## config.mk

```make
export PLATFORM = sky130hd
export DESIGN_NAME = gpio_pinmux_pair
export DESIGN_NICKNAME = d
export VERILOG_FILES = /design/src/rtl/gpio_pinmux_pkg.sv /design/src/rtl/gpio_sync.sv /design/src/rtl/gpio_regdec.sv /design/src/rtl/gpio_port.sv /design/src/rtl/gpio_pinmux_pair.sv
export SDC_FILE = /design/constraint.sdc
export NUM_CORES = 1
export LEC_CHECK = 0
export BUFFER_PORTS_ARGS = -buffer_cell sky130_fd_sc_hd__buf_2
export CAP_MARGIN = 20
export CORE_MARGIN = 2
export CORE_UTILIZATION = 49
export DETAILED_ROUTE_END_ITERATION = 16
export PLACE_DENSITY = 0.75
export SYNTH_ARGS = -nofsm -noshare
export SYNTH_HDL_FRONTEND = slang
export SYNTH_SLANG_ARGS = --single-unit
```

## constraint.sdc

```tcl
create_clock -name clk -period 1.35 [get_ports clk]
set_input_delay 0.2025 -clock clk [delete_from_list [all_inputs] [get_ports clk]]
set_output_delay 0.2025 -clock clk [all_outputs]
set_load 0.01 [all_outputs]
```

## src/rtl/gpio_pinmux_pkg.sv

```systemverilog
package gpio_pinmux_pkg;

  localparam int unsigned BUS_AW = 8;

  localparam logic [BUS_AW-1:0] OFS_A_DATA = 8'h11;
  localparam logic [BUS_AW-1:0] OFS_A_DIR  = 8'h13;
  localparam logic [BUS_AW-1:0] OFS_A_ASN  = 8'h15;
  localparam logic [BUS_AW-1:0] OFS_A_AUX  = 8'h17;
  localparam logic [BUS_AW-1:0] OFS_B_DATA = 8'h19;
  localparam logic [BUS_AW-1:0] OFS_B_MIRR = 8'h1B;
  localparam logic [BUS_AW-1:0] OFS_B_DIR  = 8'h1D;
  localparam logic [BUS_AW-1:0] OFS_B_ASN  = 8'h1F;

  typedef enum logic [2:0] {
    SEL_NONE,
    SEL_A_DATA,
    SEL_A_DIR,
    SEL_A_ASN,
    SEL_A_AUX,
    SEL_B_DATA,
    SEL_B_DIR,
    SEL_B_ASN
  } reg_sel_e;

  typedef struct packed {
    logic a_data;
    logic a_dir;
    logic a_asn;
    logic a_aux;
    logic b_data;
    logic b_dir;
    logic b_asn;
  } reg_we_t;

  function automatic reg_sel_e decode_offset(input logic [BUS_AW-1:0] ofs);
    reg_sel_e s;
    case (ofs)
      OFS_A_DATA: s = SEL_A_DATA;
      OFS_A_DIR:  s = SEL_A_DIR;
      OFS_A_ASN:  s = SEL_A_ASN;
      OFS_A_AUX:  s = SEL_A_AUX;
      OFS_B_DATA,
      OFS_B_MIRR: s = SEL_B_DATA;
      OFS_B_DIR:  s = SEL_B_DIR;
      OFS_B_ASN:  s = SEL_B_ASN;
      default:    s = SEL_NONE;
    endcase
    return s;
  endfunction

endpackage

```

## src/rtl/gpio_sync.sv

```systemverilog
module gpio_sync #(
  parameter int unsigned W      = 8,
  parameter int unsigned STAGES = 2
) (
  input  logic         clk,
  input  logic         rst_n,
  input  logic [W-1:0] d,
  output logic [W-1:0] q
);
  logic [W-1:0] chain_q [STAGES];

  generate
    for (genvar s = 0; s < STAGES; s++) begin : g_stage
      if (s == 0) begin : g_first
        always_ff @(posedge clk or negedge rst_n) begin
          if (!rst_n) chain_q[s] <= '0;
          else        chain_q[s] <= d;
        end
      end else begin : g_next
        always_ff @(posedge clk or negedge rst_n) begin
          if (!rst_n) chain_q[s] <= '0;
          else        chain_q[s] <= chain_q[s-1];
        end
      end
    end
  endgenerate

  assign q = chain_q[STAGES-1];
endmodule

```

## src/rtl/gpio_regdec.sv

```systemverilog
module gpio_regdec
  import gpio_pinmux_pkg::*;
(
  input  logic              req_valid,
  input  logic              req_write,
  input  logic [BUS_AW-1:0] req_addr,
  output reg_sel_e          sel,
  output reg_we_t           we
);
  logic wr_go;

  assign sel   = decode_offset(req_addr);
  assign wr_go = req_valid && req_write;

  always_comb begin
    we        = '0;
    we.a_data = wr_go && (sel == SEL_A_DATA);
    we.a_dir  = wr_go && (sel == SEL_A_DIR);
    we.a_asn  = wr_go && (sel == SEL_A_ASN);
    we.a_aux  = wr_go && (sel == SEL_A_AUX);
    we.b_data = wr_go && (sel == SEL_B_DATA);
    we.b_dir  = wr_go && (sel == SEL_B_DIR);
    we.b_asn  = wr_go && (sel == SEL_B_ASN);
  end
endmodule

```

## src/rtl/gpio_port.sv

```systemverilog
module gpio_port #(
  parameter int unsigned W           = 8,
  parameter int unsigned SYNC_STAGES = 2,
  parameter logic [W-1:0] DIR_RST    = '0,
  parameter logic [W-1:0] ASN_RST    = '1
) (
  input  logic         clk,
  input  logic         rst_n,
  input  logic         we_data,
  input  logic         we_dir,
  input  logic         we_asn,
  input  logic [W-1:0] wdata,
  input  logic [W-1:0] pin_in,
  output logic [W-1:0] pin_out,
  output logic [W-1:0] pin_oe,
  output logic [W-1:0] data_rd,
  output logic [W-1:0] dir_q,
  output logic [W-1:0] asn_q
);
  logic [W-1:0] data_q;
  logic [W-1:0] pin_sync;

  gpio_sync #(.W(W), .STAGES(SYNC_STAGES)) u_sync (
    .clk   (clk),
    .rst_n (rst_n),
    .d     (pin_in),
    .q     (pin_sync)
  );

  always_ff @(posedge clk or negedge rst_n) begin
    if (!rst_n) begin
      dir_q  <= DIR_RST;
      asn_q  <= ASN_RST;
      data_q <= '0;
    end else begin
      if (we_dir)  dir_q  <= wdata;
      if (we_asn)  asn_q  <= wdata;
      if (we_data) data_q <= wdata & dir_q & asn_q;
    end
  end

  assign pin_out = data_q;
  assign pin_oe  = dir_q & asn_q;

  generate
    for (genvar i = 0; i < W; i++) begin : g_bit
      assign data_rd[i] = dir_q[i] ? data_q[i] : pin_sync[i];
    end
  endgenerate
endmodule

```

## src/rtl/gpio_pinmux_pair.sv

```systemverilog
module gpio_pinmux_pair
  import gpio_pinmux_pkg::*;
#(
  parameter int unsigned PORT_W      = 8,
  parameter int unsigned SYNC_STAGES = 2,
  parameter logic [PORT_W-1:0] A_ASN_RST = '1,
  parameter logic [PORT_W-1:0] A_AUX_RST = '0,
  parameter logic [PORT_W-1:0] B_ASN_RST = '1
) (
  input  logic              clk,
  input  logic              rst_n,
  input  logic              req_valid,
  output logic              req_ready,
  input  logic              req_write,
  input  logic [BUS_AW-1:0] req_addr,
  input  logic [PORT_W-1:0] req_wdata,
  output logic              rsp_valid,
  output logic [PORT_W-1:0] rsp_rdata,
  input  logic [PORT_W-1:0] pa_in,
  output logic [PORT_W-1:0] pa_out,
  output logic [PORT_W-1:0] pa_oe,
  input  logic [PORT_W-1:0] pb_in,
  output logic [PORT_W-1:0] pb_out,
  output logic [PORT_W-1:0] pb_oe
);
  localparam logic [PORT_W-1:0] DIR_RST = '0;

  reg_sel_e          sel;
  reg_we_t           we;
  logic [PORT_W-1:0] pa_rd, pa_dir, pa_asn, pa_aux_q;
  logic [PORT_W-1:0] pb_rd, pb_dir, pb_asn;
  logic [PORT_W-1:0] rd_mux;
  logic              rd_go;

  assign req_ready = 1'b1;
  assign rd_go     = req_valid && !req_write;

  gpio_regdec u_dec (
    .req_valid (req_valid),
    .req_write (req_write),
    .req_addr  (req_addr),
    .sel       (sel),
    .we        (we)
  );

  gpio_port #(.W(PORT_W), .SYNC_STAGES(SYNC_STAGES),
              .DIR_RST(DIR_RST), .ASN_RST(A_ASN_RST)) u_port_a (
    .clk     (clk),
    .rst_n   (rst_n),
    .we_data (we.a_data),
    .we_dir  (we.a_dir),
    .we_asn  (we.a_asn),
    .wdata   (req_wdata),
    .pin_in  (pa_in),
    .pin_out (pa_out),
    .pin_oe  (pa_oe),
    .data_rd (pa_rd),
    .dir_q   (pa_dir),
    .asn_q   (pa_asn)
  );

  gpio_port #(.W(PORT_W), .SYNC_STAGES(SYNC_STAGES),
              .DIR_RST(DIR_RST), .ASN_RST(B_ASN_RST)) u_port_b (
    .clk     (clk),
    .rst_n   (rst_n),
    .we_data (we.b_data),
    .we_dir  (we.b_dir),
    .we_asn  (we.b_asn),
    .wdata   (req_wdata),
    .pin_in  (pb_in),
    .pin_out (pb_out),
    .pin_oe  (pb_oe),
    .data_rd (pb_rd),
    .dir_q   (pb_dir),
    .asn_q   (pb_asn)
  );

  // Port A second assignment register: stored and read back only
  always_ff @(posedge clk or negedge rst_n) begin
    if (!rst_n)        pa_aux_q <= A_AUX_RST;
    else if (we.a_aux) pa_aux_q <= req_wdata;
  end

  always_comb begin
    case (sel)
      SEL_A_DATA: rd_mux = pa_rd;
      SEL_A_DIR:  rd_mux = pa_dir;
      SEL_A_ASN:  rd_mux = pa_asn;
      SEL_A_AUX:  rd_mux = pa_aux_q;
      SEL_B_DATA: rd_mux = pb_rd;
      SEL_B_DIR:  rd_mux = pb_dir;
      SEL_B_ASN:  rd_mux = pb_asn;
      default:    rd_mux = '0;
    endcase
  end

  always_ff @(posedge clk or negedge rst_n) begin
    if (!rst_n) begin
      rsp_valid <= 1'b0;
      rsp_rdata <= '0;
    end else begin
      rsp_valid <= rd_go;
      if (rd_go) rsp_rdata <= rd_mux;
    end
  end
endmodule

```

After elaboration in Yosys (flattened, before gate mapping):

Memory sizes are Yosys's and may differ from the RTL's.
Cells that the tools add are included.

* flip-flop bits (word level): 97
* ROM bits: 96
* input bits: 36
* output and inout port bits: 42
* logic and storage cells: 56
* memories: 1

Memory list
* (name not given): words 32, width 3, read ports 1, clocked after memory_dff 0, write ports 0, line gpio_pinmux_pkg.sv:37 `case (ofs)`

* equal/unequal tests: 7
* mux-type cells: 18
* bitwise gates (word level): 6
* reduce and logical (&&, ||, !) cells: 11

Operators with widths (count)
* case mux 8 bit (7 select lines): 1
* AND 8 bit: 6
* two-way mux 1 bit: 16
* == test 3 bit (second input constant): 4
* logical AND 1 bit: 9
* == test 3 x 2 -> 1 bit (second input constant): 2
* == test 3 x 1 -> 1 bit (second input constant): 1
* logical NOT 3 bit: 1
* two-way mux 3 bit: 1
* logical NOT 1 bit: 1

Longest topological paths before layout:

Gate-level depths: netlist of the first run.

* depth in word-level cells: 4
* depth in mapped cells: 7
* depth with buffers taken out: 4

Hierarchy:

A second synthesis of the first run with hierarchy kept.

* cells, all modules: 337
* area total of the unflattened synthesis: 4315.4 µm²

By module, submodules not included
* gpio_port: instances 2, cells each 83, area each 1072.3 µm², seq. area each 610.6 µm²
* gpio_pinmux_pair: instances 1, cells each 102, area each 1118.6 µm², seq. area each 425.4 µm²
* gpio_sync: instances 2, cells each 24, area each 460.4 µm², seq. area each 400.4 µm²
* gpio_regdec: instances 1, cells each 21, area each 131.4 µm², seq. area each 0.0 µm²

Worst setup path before layout of the first run:

Ideal clock, no wire load.

* path type: input -> register
* start point: input req_addr[6]
* end point: register u_port_b.dir_q[0]
* data arrival time: 1.372 ns
* slack: -0.146 ns
* stages: 4
* path buffers: 0
* path through: nor4b_4 nand2_2 nor4_4 mux2_2

* longest elaborated chain between the ends: 4

RTL lines
* from (decl): line gpio_pinmux_pair.sv:15 `input logic [BUS_AW-1:0] req_addr,`
* logical NOT 3 bit: line gpio_pinmux_pkg.sv:37
* two-way mux 3 bit: line gpio_pinmux_pkg.sv:37
* == test 3 bit: line gpio_regdec.sv:22 `we.b_dir = wr_go && (sel == SEL_B_DIR);`
* logical AND 1 bit: line gpio_regdec.sv:22
* to (signal assigned): line gpio_port.sv:36 `if (we_dir) dir_q <= wdata;`
* to (decl): line gpio_port.sv:17 `output logic [W-1:0] dir_q,`

Every way passes these cells.
A chain may end at the register's enable or synchronous reset.

Worst setup path after layout of the first run:

* start point: register u_port_b.dir_q[0]
* end point: register rsp_rdata[0]

* longest elaborated chain between the ends: 2

RTL lines
* two-way mux 1 bit: line gpio_port.sv:47 `assign data_rd[i] = dir_q[i] ? data_q[i] : pin_sync[i];`
* case mux 8 bit (7 select lines) *: line gpio_pinmux_pair.sv:85 `case (sel)`
* to (signal assigned): line gpio_pinmux_pair.sv:103 `if (rd_go) rsp_rdata <= rd_mux;`
* to (decl): line gpio_pinmux_pair.sv:18 `output logic [PORT_W-1:0] rsp_rdata,`

Every way passes the cells marked *; elsewhere a longest branch is shown, timed or not.

==> reports/qor.txt, run 1 <==
Period minus WS final: 1.39 ns
Drc violations: 0
DIE AREA: 9080 µm²
DRT Pass-1 Iters: 4
H-Tree Level Count: 3
GR Layer Usage met2: 0.387
Gr busiest metal: met2
Initial antenna violation count: 0
Failing checks: setup timing
Number of global-route vias before repair: 3,124
Clk pin slew, worst setup/hold paths: 0.09 ns
R2R depth: 3
CTS tree: yes
Total clock sinks: 97
Area Growth Syn to Fin: 35.7%
Min-Delay Endpoint: u_port_b.pin_out[1]
Worst path required time: 1.60 ns
Cell depth of the worst hold path: 3
Critical Path, Cell by Cell: mux4_2 > nand2b_4 > a32o_1
DP Area: 4890 µm²
Y dimension of the die: 95.3 µm
Worst Hold Class: input port to flip-flop
Via density: 5.35
Synth unique cells: 38
RSZ-0062 raised after global routing: true
Yosys warning count: 0
Antenna Nets Post-Route: 0
VDD IR max: 0.526 mV
Status: finished with violations
Worst-Skew Late Latency: 0.36 ns
Clk buf depth: 2
PortBufs: 76
Global placement routability congestion: 0.873
Initial Util: 0.502
Pwr/cell area: 942 nW/µm²
Critical path type: flip-flop to flip-flop
Proportion of layout cells with a drive suffix above 1: 0.554
Global-route wire length before repair: 15,400 µm
Setup violators final: 20
Synth Net Count: 341
Fin. max-slew vios: 0
Min-delay src: req_wdata[1]
Num ports: 78
FF+latch count, synth: 97
R2r endpoint: rsp_rdata[0]
Syn_area_per_cell: 13.4 µm²
CP endpoint kind: flip-flop
Num CTS Buffers: 9
Fillers: 578
Grt total ovfl: 0
Final cell count without fillers: 556
WL/cell: 17.4 µm
Placed cells: 515
Critical Path Fanout Max: 3
Mapped cell area: 4080 µm²
Net count reported at finish: 482
Final Hold Violating Endpoints: 0
Vias: 2,973
Post-route cell area: 5540 µm²
Crit-path leading delay family: multiplexers
Met1 usage: 0.290
Root Driver: clkbuf_8
CP max-delay cell: mux4_2
Final worst slack: -0.0430 ns
Core area: 8130 µm²
Largest net degree at the start of global routing: 32
Total Wirelength: 9660 µm
GR Util All Layers: 0.228
Leakage: 2.69 nW
Synthesized instance count: 305
Max Cap Viol: 0
# diodes: 0
CP Buf/Inv Count: 0
Setup slack, reg-to-reg: -0.04 ns
RR Startpoint: u_port_b.dir_q[0]
Arr. time, crit path: 1.65 ns
Final worst path period share: 1.03
# rows: 33
DP HPWL: 6630 µm
Die Wd: 95.3 µm
Slowest stage delay, CP: 0.49 ns
Initial DRC count: 116
CP startpoint: u_port_b.dir_q[0]
Sequential share of the synthesized area: 0.599
Startpoint Class: flip-flop
GRT met3 Usage: 0.0553
Max Fclk: 718 MHz
Post-Route Skew: 0.00715 ns
[how the worst max path moves through the flow]
stage	end	depth (start not counted)
floorplan	u_port_b.dir_q[0]	4
global placement	u_port_a.asn_q[5]	5
detailed placement	u_port_a.asn_q[5]	5
CTS	rsp_rdata[2]	4
global route	rsp_rdata[7]	4
finish	rsp_rdata[0]	3
[metal layers]
| metal | wire length, µm | vias up |
|---|---|---|
| li1 | - | 1375 |
| met1 | 4030 | 1496 |
| met2 | 4910 | 88 |
| met3 | 563 | 14 |
| met4 | 154 | 0 |
| met5 | 0 | - |
[placed cells by master, fill, tap and decap left out, types with 4 or more instances in the layout]
cell           count
dfrtp_1           80
buf_2             59
buf_4             41
mux2_2            40
nand2_1           34
buf_6             23
o21ai_0           18
dlygate4sd3_1     17
and2_4            16
dfstp_2           16
clkbuf_8           9
mux2_4             8
a211o_1            6
mux4_2             6
a22o_1             6
nor2_1             5
a21oi_2            4
nand2b_4           4
a32o_1             4
mux2i_1            4
[Yosys cell counts]
cell	n	area (µm²)
nand3_4	1	17.5
and2_1	17	106
buf_2	3	15.0
inv_1	2	7.51
o221ai_1	1	8.76
o211a_1	1	10.0
clkbuf_1	4	15.0
nand3_1	2	10.0
nor4b_1	1	8.76
nand2b_1	6	37.5
nor4b_4	1	23.8
a211o_1	6	52.6
or3b_2	4	35.0
buf_1	1	3.75
dfstp_2	16	420
a22o_1	6	52.6
mux2_2	46	518
nand4_1	3	18.8
a221oi_1	2	17.5
a32o_1	4	40.0
nor4_4	1	21.3
nand2_2	2	12.5
and3_1	2	12.5
dfrtp_1	81	2030
mux4_2	6	135
mux2i_1	5	50.1
nand3b_4	1	20.0
nand2_1	34	128
a21oi_1	6	30.0
nor2b_1	2	12.5
o21ai_0	20	100
buf_4	5	37.5
o21a_1	3	22.5
o22ai_1	1	6.26
mux2_1	2	22.5
nor2_1	5	18.8
conb_1	1	3.75
nor3_1	1	5.00
[cells by family after synthesis]
logic type             share of synthesized area
AO/OA/AOI/OAI                             0.0833
AND/OR/NAND/NOR                            0.119
multiplexers                               0.178
other                                   0.000918
buffers and inverters                     0.0193
flip-flops                                 0.599
[cell type report]
class,count,area [µm²],share of cell area
Clock buffer,10,128,0.0230
Clock inverter,6,42.5,0.00767
Inverter,2,7.51,0.00135
Multi-Input combinational cell,193,1690,0.305
Sequential cell,97,2450,0.442
Tap cell,105,131,0.0237
Timing Repair Buffer,143,1090,0.197
[power breakdown]
group | leakage (nW) | total, mW | internal, mW | switching [mW]
clock | 0.0827 | 1.69 | 0.674 | 1.01
combinational | 1.39 | 0.489 | 0.254 | 0.236
sequential | 1.22 | 3.04 | 3.00 | 0.0431
[metrics by stage]
stage	util	worst slack, ns	hold WS, ns	power [mW]	setup TNS, ns
5_1_grt	0.681	-0.111	0.125	5.44	-1.36
6_report	0.681	-0.0430	0.134	5.22	-0.362
4_1_cts	0.675	-0.0512	0.123	5.27	-0.530
3_3_place_gp	0.601	-0.300	0.121	3.49	-12.11
3_5_place_dp	0.601	-0.344	0.130	3.51	-14.43
2_1_floorplan	-	-0.145	-0.0931	3.26	-1.69
[worst min-delay path, cell delays in order]
cell and delay (ns):
buf_2 0.14, nand2_1 0.06, o21ai_0 0.06
[registers in the layout (all words and copies together), names as in the netlist]
| name | count |
|---|---|
| u_port_b.asn_q | 8 |
| rsp_rdata | 8 |
| u_port_a.asn_q | 8 |
| u_port_b.u_sync.chain_q | 8 |
| u_port_b.dir_q | 8 |
| rsp_valid | 1 |
| u_port_a.u_sync.chain_q | 8 |
| u_port_b.u_sync.q | 8 |
| u_port_a.pin_out | 8 |
| u_port_b.pin_out | 8 |
| u_port_a.u_sync.q | 8 |
| u_port_a.dir_q | 8 |
| pa_aux_q | 8 |
[repair_timing]
item / CTS / global route
endpoints found under the setup margin: 24 / 29
endpoints found under the hold margin: 29 / 0
setup buffers: 6 / 2
pin swaps: 13 / 8
hold buffers: 17 / 0
gates cloned: 0 / 0
gates resized for setup: 50 / 11
Power figures use the tool's default switching activity.
==> run 2, diff against run 1 <==
--- a/config.mk
+++ b/config.mk
@@ -10,6 +10,7 @@
 export CORE_MARGIN = 2
 export CORE_UTILIZATION = 49
 export DETAILED_ROUTE_END_ITERATION = 16
+export MAX_ROUTING_LAYER = met4
 export PLACE_DENSITY = 0.75
 export SYNTH_ARGS = -nofsm -noshare
 export SYNTH_HDL_FRONTEND = slang
==> reports/qor.txt, run 2 (synthesis gave the netlist of run 1 again) <==
Arr. time, crit path: 1.65 ns
Sequential Power Share: 0.584
Commonest non-fill, non-tap cell in the layout: dfrtp_1
GR Util All Layers: 0.234
Initial Util: 0.502
Y dimension of the die: 95.3 µm
Net count reported at finish: 482
Post-route cell area: 5540 µm²
Sw power: 1.29 mW
DRT Pass-1 Iters: 4
Initial antenna violation count: 0
WL/cell: 17.4 µm
Failing checks: setup timing
Die Wd: 95.3 µm
DIE AREA: 9080 µm²
CTS tree: yes
Total Wirelength: 9650 µm
Slowest stage delay, CP: 0.48 ns
H-Tree Level Count: 3
RSZ-0062 raised after global routing: true
Num CTS Buffers: 9
Root Driver: clkbuf_8
Grt total ovfl: 0
Pwr/cell area: 941 nW/µm²
Highest routed layer: met4
Switching share of power: 0.247
DR WL met2: 4900 µm
Largest net degree at the start of global routing: 32
DR WL met3: 464 µm
Final worst slack: -0.0435 ns
M1 WL: 4110 µm
Number of global-route vias before repair: 3,126
Worst-Skew Late Latency: 0.36 ns
Leakage: 2.69 nW
CP endpoint kind: flip-flop
Period minus WS final: 1.39 ns
Critical path type: flip-flop to flip-flop
Final worst path period share: 1.03
Most frequent cells in the layout: dfrtp_1, buf_2, buf_4
Max Cap Viol: 0
Fin util: 0.681
# diodes: 0
Global-route wire length before repair: 15,400 µm
Max Fclk: 718 MHz
Clk buf depth: 2
Via density: 5.38
DP Area: 4890 µm²
Total clock sinks: 97
Worst Hold Class: input port to flip-flop
Logic pwr share: 0.094
Fin. max-slew vios: 0
Antenna Nets Post-Route: 0
Setup violators final: 20
Critical Path Fanout Max: 3
Worst path required time: 1.60 ns
Clk pin slew, worst setup/hold paths: 0.09 ns
Startpoint Class: flip-flop
Final Hold Violating Endpoints: 0
Drc violations: 0
CP max-delay cell: mux4_2
Clk network pwr share: 0.322
Num ports: 78
# rows: 33
Post-Route Skew: 0.00622 ns
VDD IR max: 0.526 mV
Initial DRC count: 117
PortBufs: 76
Fillers: 577
Core area: 8130 µm²
Critical Path, Cell by Cell: mux4_2 > nand2b_4 > a32o_1
Status: finished with violations
Proportion of layout cells with a drive suffix above 1: 0.552
Vias: 2,991
Area Growth Syn to Fin: 35.7%
DP HPWL: 6630 µm
Global placement routability congestion: 0.888
Int Power: 3.93 mW
## run 2: cell types whose count changed in the layout (fill, tap and decap cells not counted)
cell,previous run,this run
dfrtp_1,80,81
dfrtp_2,1,0
## run 2: path summary, 6_finish.rpt
path	start	end	slack, ns	cells past startpoint
worst max-delay path	u_port_b.dir_q[0]	rsp_rdata[0]	-0.04	3
worst min-delay path	req_wdata[1]	u_port_b.pin_out[1]	0.13	3
worst min register to register	u_port_b.u_sync.chain_q[15]	u_port_b.u_sync.q[7]	0.35	0
min in group asynchronous	rst_n	u_port_a.pin_out[7]	0.27	2
worst max register to register	u_port_b.dir_q[0]	rsp_rdata[0]	-0.04	3
max in group asynchronous	rst_n	rsp_rdata[3]	0.50	3
## run 2: cell type report
type                    count  area, µm²  share of cell area
flip-flops and latches     97       2450               0.442
multi-input cells         193       1690               0.305
repair buffers            143       1090               0.197
well taps                 105        131              0.0237
clock buffers              10        128              0.0230
clock inverters             6       42.5             0.00768
inverters                   2       7.51             0.00135
## run 2: power by group through the flow
stage,clock (mW),sequential (mW),combinational [mW]
2_1_floorplan,0,3.08,0.180
3_5_place_dp,0,3.09,0.413
6_report,1.68,3.04,0.490
5_1_grt,1.85,3.05,0.537
3_3_place_gp,0,3.09,0.400
4_1_cts,1.74,3.04,0.485
## run 2: metal layers
| metal | track usage | up-vias |
|---|---|---|
| li1 | - | 1372 |
| met4 | 0.0676 | 0 |
| met5 | - | - |
| met2 | 0.387 | 83 |
| met3 | 0.0530 | 21 |
| met1 | 0.290 | 1515 |
## run 2: what timing repair did
item | CTS | global route
pin swaps | 13 | 10
hold buffers | 17 | 0
endpoints found under the setup margin | 24 | 29
setup buffers | 6 | 2
endpoints found under the hold margin | 29 | 0
resized for setup | 50 | 10
## run 2: per-stage QoR
stage | power [mW] | hold slack, ns | setup slack [ns] | setup TNS, ns | instances
after CTS | 5.27 | 0.123 | -0.0512 | -0.530 | 554
after global placement | 3.49 | 0.121 | -0.300 | -12.11 | 515
after global routing | 5.44 | 0.125 | -0.117 | -1.36 | 556
after floorplan | 3.26 | -0.0931 | -0.145 | -1.69 | 305
after detailed placement | 3.51 | 0.130 | -0.344 | -14.43 | 515
final | 5.21 | 0.131 | -0.0435 | -0.376 | 556
## run 2: critical path, delay by kind of cell (launching register included)
| family | cells | cell delay [ns] |
|---|---|---|
| mux | 1 | 0.48 |
| flops | 1 | 0.43 |
| compound gates | 1 | 0.22 |
| simple gates | 1 | 0.16 |
==> run 3, diff against run 2 <==
--- a/config.mk
+++ b/config.mk
@@ -8,10 +8,10 @@
 export BUFFER_PORTS_ARGS = -buffer_cell sky130_fd_sc_hd__buf_2
 export CAP_MARGIN = 20
 export CORE_MARGIN = 2
-export CORE_UTILIZATION = 49
+export CORE_UTILIZATION = 55
 export DETAILED_ROUTE_END_ITERATION = 16
 export MAX_ROUTING_LAYER = met4
-export PLACE_DENSITY = 0.75
+export PLACE_DENSITY = 0.79
 export SYNTH_ARGS = -nofsm -noshare
 export SYNTH_HDL_FRONTEND = slang
 export SYNTH_SLANG_ARGS = --single-unit
==> constraint.sdc (replaced) <==
create_clock -name clk -period 1.4 [get_ports clk]
set_input_delay 0.21 -clock clk [delete_from_list [all_inputs] [get_ports clk]]
set_output_delay 0.21 -clock clk [all_outputs]
set_load 0.01 [all_outputs]
==> reports/qor.txt, run 3 (synthesis gave the netlist of run 1 again) <==
Period minus WS final: 1.44 ns
Via density: 5.49
PortBufs: 76
Final worst slack: -0.0368 ns
Y dimension of the die: 90.2 µm
Commonest non-fill, non-tap cell in the layout: dfrtp_1
Area Growth Syn to Fin: 33.8%
Total power: 5.24 mW
CP endpoint kind: flip-flop
Final worst path period share: 1.03
Net count reported at finish: 467
RR Startpoint: u_port_a.dir_q[3]
Critical Path Fanout Max: 4
R2r endpoint: rsp_rdata[3]
Arr. time, crit path: 1.73 ns
Pwr/cell area: 960 nW/µm²
Clk pin slew, worst setup/hold paths: 0.10 ns
Total clock sinks: 97
WL/cell: 18.1 µm
# diodes: 0
Clk buf depth: 2
Most frequent cells in the layout: dfrtp_1, buf_2, mux2_2
GR Util All Layers: 0.252
H-Tree Level Count: 3
Total Wirelength: 9670 µm
# rows: 31
Placed cells: 494
Max Cap Viol: 0
Number of global-route vias before repair: 2,950
DRT Pass-1 Iters: 4
Proportion of layout cells with a drive suffix above 1: 0.534
Cell depth of the worst hold path: 3
Post-Route Skew: 0.0131 ns
Setup slack, reg-to-reg: -0.04 ns
Root Driver: clkbuf_8
Num ports: 78
RSZ-0062 raised after global routing: true
Fin. max-slew vios: 0
Initial Util: 0.566
Min-Delay Endpoint: u_port_b.pin_out[5]
R2R depth: 4
VDD IR max: 0.675 mV
Critical path type: flip-flop to flip-flop
Global-route wire length before repair: 15,400 µm
Failing checks: setup timing
Min-delay src: req_wdata[5]
Global placement routability congestion: 0.914
Largest net degree at the start of global routing: 28
Final Hold Violating Endpoints: 0
Startpoint Class: flip-flop
Vias: 2,937
Worst path required time: 1.69 ns
Grt total ovfl: 0
Core area: 7210 µm²
Setup violators final: 5
DP HPWL: 6250 µm
CTS tree: yes
DIE AREA: 8130 µm²
Drc violations: 0
Worst Hold Class: input port to flip-flop
Leakage: 2.63 nW
Die Wd: 90.2 µm
Initial antenna violation count: 0
Status: finished with violations
Final cell count without fillers: 535
Max Fclk: 696 MHz
Worst-Skew Late Latency: 0.37 ns
Initial DRC count: 99
Antenna Nets Post-Route: 0
Num CTS Buffers: 9
run 3: cell types whose count changed in the layout (fill, tap and decap cells not counted), sizes merged:
cell,before,now
clkbuf,10,11
buf,126,111
inv,3,4
clkinv,3,1
clkinvlp,2,1
bufinv,0,1
run 3: worst max path at each step:
| stage | start | endpoint | cells after the start |
|---|---|---|---|
| floorplan | req_addr[6] | u_port_b.dir_q[0] | 4 |
| global placement | req_addr[6] | u_port_a.asn_q[6] | 5 |
| detailed placement | req_addr[6] | u_port_a.asn_q[5] | 5 |
| CTS | u_port_a.dir_q[2] | pa_oe[2] | 3 |
| global route | u_port_a.dir_q[2] | rsp_rdata[2] | 4 |
| finish | u_port_a.dir_q[3] | rsp_rdata[3] | 4 |
run 3: layer usage:
metal | global-route usage | vias to the layer above | wire length, µm
li1 | - | 1349 | -
met1 | 0.328 | 1480 | 4140
met2 | 0.398 | 93 | 4910
met3 | 0.0595 | 15 | 462
met4 | 0.0795 | 0 | 154
met5 | - | - | 0
run 3: critical path, cell delays in order, from the launching register on:
cell	delay [ns]
dfrtp_1	0.42
or3b_2	0.49
a21oi_2	0.16
a211o_1	0.13
a32o_1	0.17
run 3: layout make-up:
class                      instances  area [µm²]
sequential                        97        2450
fill                             480        1750
multi-input combinational        193        1690
timing repair buffer             128         995
clock buffer                      11         131
tap                               99         124
clock inverter                     5        63.8
inverter                           2        7.51
run 3: repair_timing:
item | CTS | global route
hold buffers | 17 | 0
resized for setup | 23 | 29
hold endpoints to repair | 39 | 0
buffers inserted | 3 | 5
pin swaps | 4 | 17
setup endpoints to repair | 20 | 24
run 3: power by group:
part	total (mW)	internal [mW]	switching [mW]
clock network	1.84	0.845	0.991
logic	0.471	0.242	0.229
registers	2.93	2.89	0.0423
total	5.24	3.98	1.26
run 3: through the flow:
step	utilization	worst slack (ns)	area [µm²]	hold WS [ns]	TNS, ns
6_report	0.757	-0.0368	5460	0.138	-0.0935
5_1_grt	0.757	-0.0939	5460	0.140	-0.551
4_1_cts	0.734	-0.0167	5300	0.131	-0.0249
3_5_place_dp	0.668	-0.280	4820	0.161	-12.34
3_3_place_gp	0.668	-0.246	4820	0.162	-10.94
2_1_floorplan	-	-0.103	4100	-0.0856	-0.838
